### src/rtl/pin_wake_detector.sv
module pin_wake_detector #(
  parameter int CNT_W    = 8,
  parameter int MODE_W   = 3,
  parameter int FILT_CYC = 4
) (
  input  logic              clk,
  input  logic              rst_n,
  input  logic              pad_i,
  input  logic              det_en,
  input  logic [MODE_W-1:0] mode,
  input  logic              filt_en,
  input  logic [CNT_W-1:0]  thresh,
  input  logic              cause_clr,
  output logic              wake_req,
  output logic              cause
);
  localparam int SC_W = (FILT_CYC > 2) ? $clog2(FILT_CYC) : 1;
  localparam logic [SC_W-1:0]   SC_MAX  = SC_W'(FILT_CYC - 1);
  localparam logic [MODE_W-1:0] M_RISE  = MODE_W'(0);
  localparam logic [MODE_W-1:0] M_FALL  = MODE_W'(1);
  localparam logic [MODE_W-1:0] M_ANY   = MODE_W'(2);
  localparam logic [MODE_W-1:0] M_T_HI  = MODE_W'(3);
  localparam logic [MODE_W-1:0] M_T_LO  = MODE_W'(4);

  logic            cand_q, filt_q, prev_q, cause_q;
  logic [SC_W-1:0] stab_q;
  logic [CNT_W-1:0] dur_q, dur_inc;
  logic            lvl, rise, fall, at_tgt, timed_hit, evt;

  always_ff @(posedge clk or negedge rst_n) begin
    if (!rst_n) begin
      cand_q <= 1'b0;
      stab_q <= '0;
      filt_q <= 1'b0;
    end else begin
      cand_q <= pad_i;
      if (pad_i != cand_q)   stab_q <= '0;
      else if (stab_q != SC_MAX) stab_q <= stab_q + 1'b1;
      if (stab_q == SC_MAX)  filt_q <= cand_q;
    end
  end

  assign lvl     = filt_en ? filt_q : pad_i;
  assign rise    = lvl & ~prev_q;
  assign fall    = ~lvl & prev_q;
  assign at_tgt  = (lvl == (mode != M_T_LO));
  assign dur_inc = (&dur_q) ? dur_q : dur_q + 1'b1;
  assign timed_hit = at_tgt && (dur_inc >= thresh);

  always_comb begin
    unique case (mode)
      M_RISE:         evt = rise;
      M_FALL:         evt = fall;
      M_ANY:          evt = rise | fall;
      M_T_HI, M_T_LO: evt = timed_hit;
      default:        evt = rise;
    endcase
  end

  always_ff @(posedge clk or negedge rst_n) begin
    if (!rst_n) begin
      prev_q  <= 1'b0;
      dur_q   <= '0;
      cause_q <= 1'b0;
    end else begin
      prev_q  <= lvl;
      dur_q   <= (det_en && at_tgt) ? dur_inc : '0;
      cause_q <= (det_en & evt) | (cause_q & ~cause_clr);
    end
  end

  assign cause    = cause_q;
  assign wake_req = cause_q;
endmodule

### config.mk
export PLATFORM = sky130hd
export DESIGN_NAME = pin_wake_detector
export DESIGN_NICKNAME = d
export VERILOG_FILES = /design/src/rtl/pin_wake_detector.sv
export SDC_FILE = /design/constraint.sdc
export NUM_CORES = 1
export LEC_CHECK = 0
export BUFFER_PORTS_ARGS = -buffer_cell sky130_fd_sc_hd__buf_4
export CAP_MARGIN = 25
export CORE_MARGIN = 2
export CORE_UTILIZATION = 45
export DETAILED_ROUTE_END_ITERATION = 7
export PLACE_DENSITY = 0.67
export SYNTH_ARGS = -nofsm -noshare
export SYNTH_HDL_FRONTEND = slang
export SYNTH_SLANG_ARGS = --single-unit
### constraint.sdc
create_clock -name clk -period 3.03 [get_ports clk]
set_clock_uncertainty 0.15 [all_clocks]
set_input_delay 0.4545 -clock clk [delete_from_list [all_inputs] [get_ports clk]]
set_output_delay 0.4545 -clock clk [all_outputs]
set_load 0.01 [all_outputs]
==> metrics.txt <==
CP startpoint=dur_q[0]$_DFF_PN0_; DRT iter0 DRCs=3; Final period util=0.855; RD Place Congestion=0.788; Die Y=50.7 um; I/O Buffers=18; Total GRT Usage=0.165; TritonRoute pass-1 iters=3; status=finished, final reports clean; P per Cell Area=449 nW/um^2; Leakage=0.663 nW; Sum Neg Setup Slack=0 ns; vias in the first global route=774; final hold viol count=0; unrepaired setup endpoints after global routing=false; Residual DRC=0; Comb power frac=0.306; WS Path Type=reg -> reg; die area=2570 sq um; Final setup viols=0; CTS tree=done; synth top area cells=dfrtp_1 36%, ha_1 15%, xor2_1 5.4%, inv_1 4.6%, and3_1 3.2%; most common cell in the netlist=dfrtp_1; Pwr Total=533 uW; CTS max path bufs=2; Slew Limit Fails=0; internal power=375 uW; clock net sink count=14; Synth Net Count=131; Starting Density=0.489; top cell type's share of synthesized area=0.358; setup bufs post-CTS=0; Num CTS Buffers=3; post-route cell area=1190 sq um; Post-DP Area=1140 sq um; Synth Area per Inst=9.60 sq um; Syn Std Cell Area=980 sq um; top cells by count, synth=14 x dfrtp_1, 12 x ha_1, 12 x inv_1; share of power burned in registers=0.443; largest area contributor in the netlist=dfrtp_1; largest net degree at the start of global routing=15; clock transition at the registers of the reported paths=0.09 ns; CTS H-tree lvls=1; Yosys cell types=32; critical path required time=3.03 ns; Die Width=50.7 um; initial antenna violation count=0; Total Wirelength=1780 um; slew margin rel.=0.728; number of instances in the placed design=146; Mapped Cells=102; Worst setup EP type=flip-flop; worst r2r path cells=10; crit path time final=2.59 ns; HPWL after DPL=1510 um; root buffer cell=clkbuf_4; Vias/cell=4.99; crit path max fanout=4; Placeable Area=2000 sq um; post-layout net count=154; maximum vdd drop=0.243 mV; WL/cell=11.8 um; asr flop ratio synth=1.00; share of cells above drive strength 1=0.242; Least-Margin Pin Slew=0.396 ns; worst setup path end=cause$_DFF_PN0_; Worst R2R Start=dur_q[0]$_DFF_PN0_; Clk pwr share=0.251; Hold/Removal Path Class=in -> reg; first-pass GRT wire length=3160 um; Ant. Diodes=0; # IOs=19; sw frac=0.297; num rows=16; reg2reg setup slack=0.44 ns; Worst setup SP type=flip-flop; Post-DRT Antenna Nets=0; Seq cells post-synth=14; sequential share of the synthesized area=0.358; vias=753; P_sw=158 uW; Synth Flop Type=dfrtp_1; Max-cap violations=0; Clock Latency Late Sink=0.28 ns; Synth Warn #=0; GR Overflow Total=0; worst path arrival time=2.59 ns; Worst R2R End=cause$_DFF_PN0_; area delta synth->final=21.2%; final core occ=0.593; EDFF count, synth=0; Final Instance Count excl. Fillers=151; fmax=386 MHz
[metal layers]
metal / part of all wire / track usage / vias up
met2: 0.47 / 0.268 / 10
li1: - / - / 398
met3: 0.019 / 0.0268 / 2
met4: 0.015 / 0.0811 / 0
met1: 0.50 / 0.213 / 343
met5: 0 / 0 / -
[kinds of logic (layout without fill, tap and decap cells)]
logic type,after synthesis,in the layout,synth area share
simple gates,36,36,0.215
compound gates,14,14,0.0907
flops,14,14,0.358
buf+inv,14,36,0.0575
fa+ha+maj,12,12,0.153
xor+xnor,8,8,0.0792
mux,4,4,0.0472
[worst max-delay path, cell delays in order, from the launching register on]
cell and delay (ns):
dfrtp_1 0.39, ha_1 0.19, nand2_1 0.11, nor3_4 0.22, mux2_4 0.33, ha_1 0.28, and3_1 0.16, o21ai_0 0.13
a31oi_1 0.11, nor4b_1 0.28, o32ai_1 0.12
[worst min path at each step]
stage | from | endpoint | slack (ns) | depth (start not counted)
after floorplan | rst_n | cand_q$_DFF_PN0_ | 0.009 | 0
after global placement | rst_n | dur_q[2]$_DFF_PN0_ | 0.16 | 1
after detailed placement | rst_n | dur_q[2]$_DFF_PN0_ | 0.16 | 1
after CTS | pad_i | cand_q$_DFF_PN0_ | 0.14 | 1
after global routing | pad_i | cand_q$_DFF_PN0_ | 0.14 | 1
final | pad_i | cand_q$_DFF_PN0_ | 0.16 | 1
[repair_timing]
action	4_1_cts	5_1_grt
resized for setup	0	0
hold buffers	1	0
endpoints found under the hold margin	14	0
[cell type report]
| class | count | area, sq um |
|---|---|---|
| clock buffers | 4 | 36.3 |
| flip-flops and latches | 14 | 350 |
| inverters | 13 | 48.8 |
| well taps | 27 | 33.8 |
| repair buffers | 19 | 145 |
| fillers | 191 | 815 |
| multi-input cells | 74 | 573 |
[placed cells by master, fill, tap and decap left out, types with 4 or more instances in the layout]
cell type and count:
o21ai_0 4, nand2_1 5, ha_1 12, nor2_1 7, inv_1 12, xor2_1 6, nor2b_1 5, buf_4 18
dfrtp_1 14, and3_1 5, nand3_1 4
[power by group through the flow]
stage	logic [mW]	registers, mW	clock network (mW)
2_1_floorplan	0.113	0.237	0
3_3_place_gp	0.160	0.239	0
3_5_place_dp	0.164	0.240	0
4_1_cts	0.166	0.237	0.139
5_1_grt	0.188	0.241	0.144
6_report	0.163	0.236	0.134
[through the flow]
stage	hold slack [ns]	setup slack, ns
floorplan	0.00891	0.647
global placement	0.164	0.520
detailed placement	0.164	0.483
CTS	0.145	0.462
global route	0.144	0.233
finish	0.160	0.438
[state kept, by name, summed over array words and instances, names as in the netlist]
signal  flops
cand_q      1
prev_q      1
dur_q       8
stab_q      2
filt_q      1
cause       1
No activity file was read; power rests on OpenSTA's default activity.
